$ cat src/rtl/cfmt_pkg.sv
package cfmt_pkg;

  typedef enum logic {
    PH_CB = 1'b0,
    PH_CR = 1'b1
  } phase_e;

endpackage

$ cat src/rtl/cfmt_normalize.sv
module cfmt_normalize #(
  parameter int unsigned DATA_W = 8
) (
  input  logic              clk,
  input  logic              rst,
  input  logic              ce,
  input  logic [DATA_W-1:0] din,
  input  logic              din_is_cr,
  input  logic              offset_bin,
  input  logic              negate,
  output logic [DATA_W-1:0] q_val,
  output logic              q_is_cr,
  output logic              q_vld
);
  localparam logic [DATA_W-1:0] MSB_MASK = {1'b1, {(DATA_W-1){1'b0}}};
  localparam logic [DATA_W-1:0] MOST_NEG = {1'b1, {(DATA_W-1){1'b0}}};
  localparam logic [DATA_W-1:0] MOST_POS = {1'b0, {(DATA_W-1){1'b1}}};

  logic [DATA_W-1:0] twos_c;
  logic [DATA_W-1:0] signed_c;

  always_comb begin
    twos_c = offset_bin ? (din ^ MSB_MASK) : din;
    if (!negate)                signed_c = twos_c;
    else if (twos_c == MOST_NEG) signed_c = MOST_POS;
    else                        signed_c = (~twos_c) + 1'b1;
  end

  always_ff @(posedge clk) begin
    if (rst) begin
      q_val   <= '0;
      q_is_cr <= 1'b0;
      q_vld   <= 1'b0;
    end else if (ce) begin
      q_val   <= signed_c;
      q_is_cr <= din_is_cr;
      q_vld   <= 1'b1;
    end
  end
endmodule

$ cat src/rtl/cfmt_delay_trim.sv
module cfmt_delay_trim #(
  parameter int unsigned DATA_W   = 8,
  parameter int unsigned MAX_TRIM = 2,
  parameter int unsigned CODE_W   = 3
) (
  input  logic              clk,
  input  logic              rst,
  input  logic              ce,
  input  logic [CODE_W-1:0] trim_code,
  input  logic [DATA_W-1:0] in_val,
  input  logic              in_is_cr,
  input  logic              in_vld,
  output logic [DATA_W-1:0] out_val,
  output logic              out_is_cr,
  output logic              out_vld
);
  localparam int unsigned DEPTH = 2 * MAX_TRIM;
  localparam int unsigned ENT_W = DATA_W + 1;
  localparam logic [CODE_W-1:0] TOP_CODE = CODE_W'(DEPTH);
  localparam logic [CODE_W-1:0] MID_CODE = CODE_W'(MAX_TRIM);

  generate
    if (DEPTH == 0) begin : g_bypass
      assign out_val   = in_val;
      assign out_is_cr = in_is_cr;
      assign out_vld   = in_vld;
    end else begin : g_line
      logic [ENT_W-1:0]  line_q [DEPTH];
      logic [DEPTH-1:0]  vld_q;
      logic [ENT_W-1:0]  taps   [DEPTH+1];
      logic [DEPTH:0]    tap_vld;
      logic [CODE_W-1:0] sel;

      always_ff @(posedge clk) begin
        if (ce) begin
          line_q[0] <= {in_is_cr, in_val};
          for (int i = 1; i < int'(DEPTH); i++) line_q[i] <= line_q[i-1];
        end
      end

      always_ff @(posedge clk) begin
        if (rst)     vld_q <= '0;
        else if (ce) vld_q <= {vld_q[DEPTH-1:0] << 1} | {{(DEPTH-1){1'b0}}, in_vld};
      end

      always_comb begin
        taps[0]    = {in_is_cr, in_val};
        tap_vld[0] = in_vld;
        for (int i = 1; i <= int'(DEPTH); i++) begin
          taps[i]    = line_q[i-1];
          tap_vld[i] = vld_q[i-1];
        end
        sel = (trim_code > TOP_CODE) ? MID_CODE : trim_code;
      end

      assign {out_is_cr, out_val} = taps[sel];
      assign out_vld              = tap_vld[sel];
    end
  endgenerate
endmodule

$ cat src/rtl/cfmt_interp2x.sv
module cfmt_interp2x #(
  parameter int unsigned DATA_W = 8
) (
  input  logic              clk,
  input  logic              rst,
  input  logic              ce,
  input  logic [DATA_W-1:0] in_val,
  input  logic              in_is_cr,
  input  logic              in_vld,
  output logic [DATA_W-1:0] cr_q,
  output logic [DATA_W-1:0] cb_q,
  output logic              vld_q
);
  import cfmt_pkg::*;

  localparam int unsigned SUM_W = DATA_W + 1;

  logic [DATA_W-1:0] cr_hold;
  logic              cr_pending;
  logic [DATA_W-1:0] prev_cr;
  logic [DATA_W-1:0] prev_cb;
  logic [1:0]        pairs;
  logic [DATA_W-1:0] mid_cr;
  logic [DATA_W-1:0] mid_cb;
  phase_e            ph;

  function automatic logic [DATA_W-1:0] mean_up(input logic [DATA_W-1:0] a,
                                                input logic [DATA_W-1:0] b);
    logic [SUM_W-1:0] s;
    s = {a[DATA_W-1], a} + {b[DATA_W-1], b} + SUM_W'(1);
    return s[SUM_W-1:1];
  endfunction

  always_comb begin
    ph     = phase_e'(in_is_cr);
    mid_cr = mean_up(prev_cr, cr_hold);
    mid_cb = mean_up(prev_cb, in_val);
  end

  always_ff @(posedge clk) begin
    if (rst) begin
      cr_hold    <= '0;
      cr_pending <= 1'b0;
      prev_cr    <= '0;
      prev_cb    <= '0;
      pairs      <= 2'd0;
      cr_q       <= '0;
      cb_q       <= '0;
      vld_q      <= 1'b0;
    end else begin
      vld_q <= 1'b0;
      if (ce && in_vld) begin
        if (ph == PH_CR) begin
          cr_hold    <= in_val;
          cr_pending <= 1'b1;
          if (pairs != 2'd0) begin
            cr_q  <= prev_cr;
            cb_q  <= prev_cb;
            vld_q <= 1'b1;
          end
        end else if (cr_pending) begin
          cr_pending <= 1'b0;
          prev_cr    <= cr_hold;
          prev_cb    <= in_val;
          if (pairs != 2'd2) pairs <= pairs + 2'd1;
          if (pairs != 2'd0) begin
            cr_q  <= mid_cr;
            cb_q  <= mid_cb;
            vld_q <= 1'b1;
          end
        end
      end
    end
  end
endmodule

$ cat src/rtl/chroma_444_upsampler.sv
module chroma_444_upsampler #(
  parameter int unsigned DATA_W   = 8,
  parameter int unsigned MAX_TRIM = 2,
  parameter int unsigned CODE_W   = 3
) (
  input  logic              clk,
  input  logic              rst,
  input  logic              ce,
  input  logic [DATA_W-1:0] chroma_in,
  input  logic              chroma_is_cr,
  input  logic              cfg_offset_bin,
  input  logic              cfg_negate,
  input  logic [CODE_W-1:0] cfg_trim,
  output logic [DATA_W-1:0] cr_out,
  output logic [DATA_W-1:0] cb_out,
  output logic              out_valid
);
  logic [DATA_W-1:0] n_val, d_val;
  logic              n_cr, n_vld, d_cr, d_vld;

  cfmt_normalize #(.DATA_W(DATA_W)) norm_i (
    .clk(clk), .rst(rst), .ce(ce),
    .din(chroma_in), .din_is_cr(chroma_is_cr),
    .offset_bin(cfg_offset_bin), .negate(cfg_negate),
    .q_val(n_val), .q_is_cr(n_cr), .q_vld(n_vld)
  );

  cfmt_delay_trim #(.DATA_W(DATA_W), .MAX_TRIM(MAX_TRIM), .CODE_W(CODE_W)) trim_i (
    .clk(clk), .rst(rst), .ce(ce), .trim_code(cfg_trim),
    .in_val(n_val), .in_is_cr(n_cr), .in_vld(n_vld),
    .out_val(d_val), .out_is_cr(d_cr), .out_vld(d_vld)
  );

  cfmt_interp2x #(.DATA_W(DATA_W)) interp_i (
    .clk(clk), .rst(rst), .ce(ce),
    .in_val(d_val), .in_is_cr(d_cr), .in_vld(d_vld),
    .cr_q(cr_out), .cb_q(cb_out), .vld_q(out_valid)
  );
endmodule

$ cat config.mk
export PLATFORM = sky130hd
export DESIGN_NAME = chroma_444_upsampler
export DESIGN_NICKNAME = d
export VERILOG_FILES = /design/src/rtl/cfmt_pkg.sv /design/src/rtl/cfmt_normalize.sv /design/src/rtl/cfmt_delay_trim.sv /design/src/rtl/cfmt_interp2x.sv /design/src/rtl/chroma_444_upsampler.sv
export SDC_FILE = /design/constraint.sdc
export NUM_CORES = 1
export LEC_CHECK = 0
export BUFFER_PORTS_ARGS = -buffer_cell sky130_fd_sc_hd__buf_2
export CAP_MARGIN = 20
export CORE_MARGIN = 4
export CORE_UTILIZATION = 54
export DETAILED_ROUTE_END_ITERATION = 8
export GPL_TIMING_DRIVEN = 0
export PLACE_DENSITY = 0.75
export SLEW_MARGIN = 0
export SYNTH_ARGS = -nofsm -noshare
export SYNTH_HDL_FRONTEND = slang
export SYNTH_SLANG_ARGS = --single-unit
$ cat constraint.sdc
create_clock -name clk -period 2.6 [get_ports clk]
set_input_delay 0.13 -clock clk [delete_from_list [all_inputs] [get_ports clk]]
set_output_delay 0.13 -clock clk [all_outputs]
set_load 0.1 [all_outputs]
==> qor.csv, run 1 <==
metric,value,unit
outcome,finished with violations,
violations,negative setup slack,
die_h,102,um
hold_path_depth,3,
fin_nets,563,
postCtsHoldBufs,0,
antenna_cells,0,
hpwl,7.81,mm
cellLeakagePower,2.32,nW
place_congestion,0.957,
synth.avg_cell_area,10.1,sq um
worstSetupPathType,flip-flop to flip-flop,
grt_overflow,0,
grt_max_degree,38,
slowest_stage,edfxtp_1,
numCtsBuffers,9,
mostFrequentLayoutCell,nor2_1,
syn-instance-count,476,
worstReg2RegEnd,interp_i.cb_q[7]$_SDFFE_PP0P_,
fillers,722,
drive_gt1_frac,0.214,
grt_antenna_before_repair,0,
fin_crit,2.71,ns
area_growth_syn_to_layout,14.7,%
holdPathEnd,norm_i.q_is_cr$_SDFFE_PP0P_,
path_clk_slew,0.09,ns
post-route-period-util,1.04,
grt_pass1_vias,3580,
hold_viol_final,0,
mostFrequentLayoutCells,"nor2_1 (72), dfxtp_1 (58), buf_2 (37), edfxtp_1 (36), mux2i_1 (27)",
cts-htree-levels,3,
synth_flop_cell,dfxtp_1,
end_kind,flip-flop,
holdCritStartpoint,chroma_is_cr,
post-layout-total-power,3.12,mW
max_freq,369,MHz
required,2.87,ns
fin_worst_skew,0.00980,ns
cts_tree,done,
slew_headroom,0.442,
crit_chain,"a21oi_1, a31oi_1, nor2_1, a21oi_2, or2_4, fa_2, a211oi_2, o21bai_1, a21oi_2, nand2b_4, a221oi_2, o32ai_2",
io_buffers,29,
worst_ir_drop_vdd,0.000352,V
cp.arrival,2.98,ns
clk_latency,0.36,ns
hold_class,input pin to flip-flop,
synthArstFlopShare,0,
vias_per_cell,5.95,
power.density,568,nW/um^2
yosysSeqAreaShare,0.468,
critPathMaxStageDelay,0.42,ns
reg2reg_from,trim_i.g_line.line_q[1][0]$_DFFE_PP_,
die_area,10400,sq um
timing_worst_slew_pin_value,0.837,ns
crit_top_cell,a21oi_2,
final_antenna_net_count,0,
root_buffer,clkbuf_8,
yosys_warnings,0,
wire_per_inst,17.4,um
layout_setup_ws,-0.112,ns
worstSetupStartpointType,flip-flop,
maxCapViolCount,0,
r2r_cells,12,
drc,0,
dr.pass1.iters,5,
finalSetupViolations,3,
rows,34,
ios,34,
core_area,8680,sq um
clockBufferDepth,2,
ys_ff_latch,94,
drt_iter0_markers,206,
dieWidth,102,um
dpl-instance-area,5080,sq um
grt_pass1_wl,17.5,mm
wl,11.1,mm
path_max_fanout,3,
clock_sinks,94,
fin_area,5490,sq um
fin_util,0.633,
drv_slew,0,
grt.total_usage,0.215,
syn_area,4790,sq um
synth_edf_count,36,
start_util,0.552,
syn_nets,512,
vias,3810,
r2r_slack,-0.11,ns
stdcell_count,640,
rsz0062_at_grt,yes,
holdWs,0.00940,ns
place_inst,613,
ys_types,63,
-- Yosys cell counts, types with 3 or more instances --
cell type / n / area share
nand3_1: 3 / 0.0031
o31ai_1: 4 / 0.0063
a31oi_1: 3 / 0.0039
a21o_1: 13 / 0.020
a211oi_1: 19 / 0.030
a221oi_1: 8 / 0.015
ha_1: 17 / 0.044
xnor2_1: 6 / 0.011
edfxtp_1: 36 / 0.23
clkbuf_1: 13 / 0.010
buf_2: 10 / 0.010
dfxtp_1: 58 / 0.24
a211oi_2: 5 / 0.013
xor2_1: 5 / 0.0091
buf_6: 5 / 0.012
o21ai_0: 13 / 0.014
a21oi_1: 22 / 0.023
o32ai_1: 3 / 0.0055
a311oi_2: 3 / 0.0094
inv_1: 22 / 0.017
nor2b_1: 4 / 0.0052
o211ai_1: 3 / 0.0047
o21a_1: 8 / 0.013
nand2_1: 21 / 0.016
and3_1: 3 / 0.0039
o22ai_1: 7 / 0.0091
mux2i_1: 27 / 0.056
nor2_1: 74 / 0.058
nor3_1: 14 / 0.015
nand2b_1: 5 / 0.0065
-- logic make-up (layout without fill, tap and decap cells) --
family,count (synthesis),in the layout,synth area share
buffers and inverters,51,107,0.0504
xor gates and xnor gates,11,11,0.0201
DFF,94,94,0.468
adders and majority gates,19,19,0.0528
muxes,29,29,0.0619
AOI/OAI and AO/OA,129,129,0.208
and+or+nand+nor,143,143,0.139
-- worst max-delay path, delay by kind of cell, from the launching register on --
| kind | cells | cell delay, ns |
|---|---|---|
| compound gates | 8 | 1.23 |
| simple gates | 3 | 0.59 |
| flops | 1 | 0.42 |
| fa+ha+maj | 1 | 0.38 |
-- state kept, by name, summed over array words and instances, names as in the netlist --
register	flops
norm_i.q_vld	1
interp_i.cr_pending	1
trim_i.g_line.vld_q	4
trim_i.g_line.line_q	36
interp_i.cr_q	8
interp_i.vld_q	1
interp_i.cr_hold	8
interp_i.prev_cb	8
interp_i.cb_q	8
interp_i.prev_cr	8
norm_i.q_val	8
norm_i.q_is_cr	1
interp_i.pairs	2
-- final cells by class --
class | count | area [sq um] | share of cell area
buffer | 26 | 153 | 0.0278
clock buffer | 11 | 131 | 0.0239
clock inverter | 5 | 82.6 | 0.0150
inverter | 23 | 86.3 | 0.0157
multi-input combinational | 331 | 2420 | 0.441
sequential | 94 | 2240 | 0.408
tap | 108 | 135 | 0.0246
timing repair buffer | 42 | 243 | 0.0442
-- routing by layer --
layer | share of wire | track usage | vias up
met5 | 0 | 0 | -
met3 | 0.052 | 0.0464 | 19
met2 | 0.50 | 0.366 | 117
li1 | - | - | 1838
met4 | 0.019 | 0.0727 | 0
met1 | 0.42 | 0.272 | 1836
-- through the flow --
step / setup slack (ns) / TNS [ns]
after CTS: -0.0259 / -0.0263
after global placement: -0.513 / -2.87
after global routing: -0.215 / -0.682
after floorplan: -0.0101 / -0.0153
final: -0.112 / -0.175
after detailed placement: -0.605 / -3.45
-- what timing repair did --
action | 4_1_cts | 5_1_grt
setup buffers | 4 | 9
resized for setup | 10 | 19
gates cloned | 0 | 0
setup endpoints to repair | 6 | 6
pin swaps | 9 | 10
-- report_power, final --
part           switching [mW]  internal (mW)
Combinational           0.260          0.180
Clock                   0.507          0.547
Sequential             0.0340           1.59
Total                   0.801           2.32
-- worst max-delay path by stage --
stage,start,endpoint,cells past startpoint
5_1_grt,trim_i.g_line.line_q[1][0]$_DFFE_PP_,interp_i.cb_q[7]$_SDFFE_PP0P_,12
3_5_place_dp,cfg_trim[1],interp_i.cb_q[7]$_SDFFE_PP0P_,13
6_report,trim_i.g_line.line_q[1][0]$_DFFE_PP_,interp_i.cb_q[7]$_SDFFE_PP0P_,12
4_1_cts,trim_i.g_line.line_q[0][1]$_DFFE_PP_,interp_i.cb_q[7]$_SDFFE_PP0P_,11
2_1_floorplan,cfg_trim[0],interp_i.cb_q[6]$_SDFFE_PP0P_,13
3_3_place_gp,cfg_trim[1],interp_i.cb_q[6]$_SDFFE_PP0P_,13
No activity file was read; power rests on OpenSTA's default activity.
==> run 2: changes to the inputs <==
- CELL_PAD_IN_SITES_DETAIL_PLACEMENT: not set -> 1
- CELL_PAD_IN_SITES_GLOBAL_PLACEMENT: not set -> 2
- CORE_UTILIZATION: 54 -> 35
- PLACE_DENSITY: 0.75 -> not set
- PLACE_DENSITY_LB_ADDON: not set -> 0.1
- TNS_END_PERCENT: not set -> 50
==> run 2 against run 1 <==
Net effect: non-clock buffer count stayed put; die area is 50% higher; sequential share of layout area is 1.3 points lower; clock skew is 0.0016 ns lower; largest power group unchanged; worst setup slack better by 0.10 ns; hold slack better by 0.0024 ns; the flow still finishes with violations (negative setup slack); final area is 3.2% higher.
==> qor.csv, run 2 (synthesized netlist as in run 1, its figures left out) <==
metric,value,unit,change
outcome,finished with violations,,
violations,negative setup slack,,
mostFrequentLayoutCells,"nor2_1 (73), dfxtp_1 (58), buf_2 (36), edfxtp_1 (36), mux2i_1 (27)",,
drive_gt1_frac,0.222,,+0.00752
rsz0062_at_grt,yes,,
die_h,125,um,+22%
grt_overflow,0,,unchanged
drv_slew,0,,unchanged
vias_per_cell,5.37,,-9.7%
wl,13.5,mm,+21%
post-layout-total-power,3.32,mW,+6.6%
wire_per_inst,19.1,um,+9.7%
crit_top_cell,buf_4,,
holdWs,0.0118,ns,+0.00235 ns
numCtsBuffers,9,,unchanged
grt_pass1_wl,21.1,mm,+21%
drc,0,,unchanged
cts_tree,done,,
hold_viol_final,0,,unchanged
core_area,13300,sq um,+54%
fin_nets,563,,unchanged
tns,-0.00894,ns,+0.166 ns
io_buffers,29,,unchanged
required,2.87,ns,about the same
fin_area,5670,sq um,+3.2%
start_util,0.359,,-0.193
hpwl,9.63,mm,+23%
drt_iter0_markers,176,,-15%
fin_util,0.425,,-0.208
clock_sinks,94,,unchanged
grt_pass1_vias,3760,,+5.0%
dieWidth,125,um,+22%
clk_latency,0.35,ns,about the same
clockBufferDepth,2,,unchanged
finalSetupViolations,2,,-1
crit_chain,"a21oi_2, a31oi_2, nor2_1, a21oi_2, or2_4, fa_2, a211oi_2, buf_4, buf_4, buf_4, nor2_1, nor3_1, a21oi_1, a211oi_2",,
max_freq,383,MHz,+4.0%
path_max_fanout,3,,unchanged
path_clk_slew,0.07,ns,-0.02 ns
stdcell_count,708,,+11%
hold_class,input pin to flip-flop,,
dpl-instance-area,5160,sq um,+1.7%
cp.arrival,2.88,ns,-0.10 ns
slowest_stage,edfxtp_1,,
largest_register_ff_count,36,,unchanged
mostFrequentLayoutCell,nor2_1,,
cts-htree-levels,3,,unchanged
worstSetupStartpointType,flip-flop,,
dr.pass1.iters,4,,-1
slew_headroom,0.398,,-0.0433
area_growth_syn_to_layout,18.3,%,
power.density,587,nW/um^2,+3.4%
maxCapViolCount,0,,unchanged
rows,42,,+24%
grt.total_usage,0.174,,-0.0413
die_area,15600,sq um,+50%
cellLeakagePower,2.34,nW,+0.61%
place_congestion,0.781,,-18%
layout_setup_ws,-0.00843,ns,+0.103 ns
worst_ir_drop_vdd,0.000332,V,-5.5%
end_kind,flip-flop,,
post-route-period-util,1.00,,-0.0397
timing_worst_slew_pin_value,0.902,ns,+0.0650 ns
largest-register,trim_i.g_line.line_q,,
r2r_slack,-0.008,ns,+0.10 ns
antenna_cells,0,,unchanged
root_buffer,clkbuf_16,,
final_antenna_net_count,0,,unchanged
fin_crit,2.61,ns,-0.103 ns
fin_worst_skew,0.00823,ns,-0.00157 ns
grt_max_degree,38,,unchanged
ios,34,,unchanged
place_ws,-0.870,ns,-0.266 ns
grt_antenna_before_repair,0,,unchanged
vias,3804,,-0.16%
critPathMaxStageDelay,0.43,ns,about the same
place_inst,681,,+11%
worstSetupPathType,flip-flop to flip-flop,,
==> run 2: cell count changes in the layout (fill, tap and decap cells not counted), moves of 2 or more <==
cell	previous run	this run
a21oi_1	19	17
a21o_1	13	11
clkinvlp_2	0	2
a21oi_2	3	5
clkbuf_8	9	0
a21o_2	0	2
nor2_2	2	0
clkbuf_16	0	9
bufinv_16	2	0
==> run 2: area by class of cell <==
type                            count  area, sq um
Clock buffer                       10          229
Multi-Input combinational cell    331         2450
Timing Repair Buffer               42          243
Buffer                             26          159
Sequential cell                    94         2240
Inverter                           23         86.3
Tap cell                          176          220
Clock inverter                      6         38.8
Fill cell                        1524         7680
==> run 2: timing repair <==
item,CTS,global route
endpoints found under the setup margin,6,6
hold buffers,0,0
gates resized for setup,23,15
setup buffers,5,8
pin swaps,13,18
==> run 2: power breakdown <==
group | total (mW) | leakage [nW] | switching [mW] | internal (mW)
Sequential | 1.63 | 0.830 | 0.0390 | 1.59
Combinational | 0.471 | 1.39 | 0.284 | 0.187
Clock | 1.22 | 0.122 | 0.579 | 0.644
==> run 2: per-layer routing <==
layer	track usage	up-vias	routed length, um
li1	-	1844	-
met1	0.253	1910	6980
met2	0.259	37	6020
met3	0.0294	13	289
met4	0.0638	0	216
met5	0	-	0
==> run 2: final timing paths <==
kind | start | end | cells past startpoint
setup reg to reg | trim_i.g_line.line_q[1][0]$_DFFE_PP_ | interp_i.cb_q[3]$_SDFFE_PP0P_ | 14
hold reg to reg | trim_i.g_line.line_q[0][1]$_DFFE_PP_ | trim_i.g_line.line_q[1][1]$_DFFE_PP_ | 0
setup / recovery | trim_i.g_line.line_q[1][0]$_DFFE_PP_ | interp_i.cb_q[3]$_SDFFE_PP0P_ | 14
hold / removal | chroma_is_cr | norm_i.q_is_cr$_SDFFE_PP0P_ | 3
==> run 2: critical path, delay by kind of cell (launching register included) <==
kind / cells / cell delay, ns
compound gates: 6 / 0.83
fa+ha+maj: 1 / 0.39
buf+inv: 3 / 0.33
flops: 1 / 0.43
simple gates: 4 / 0.56
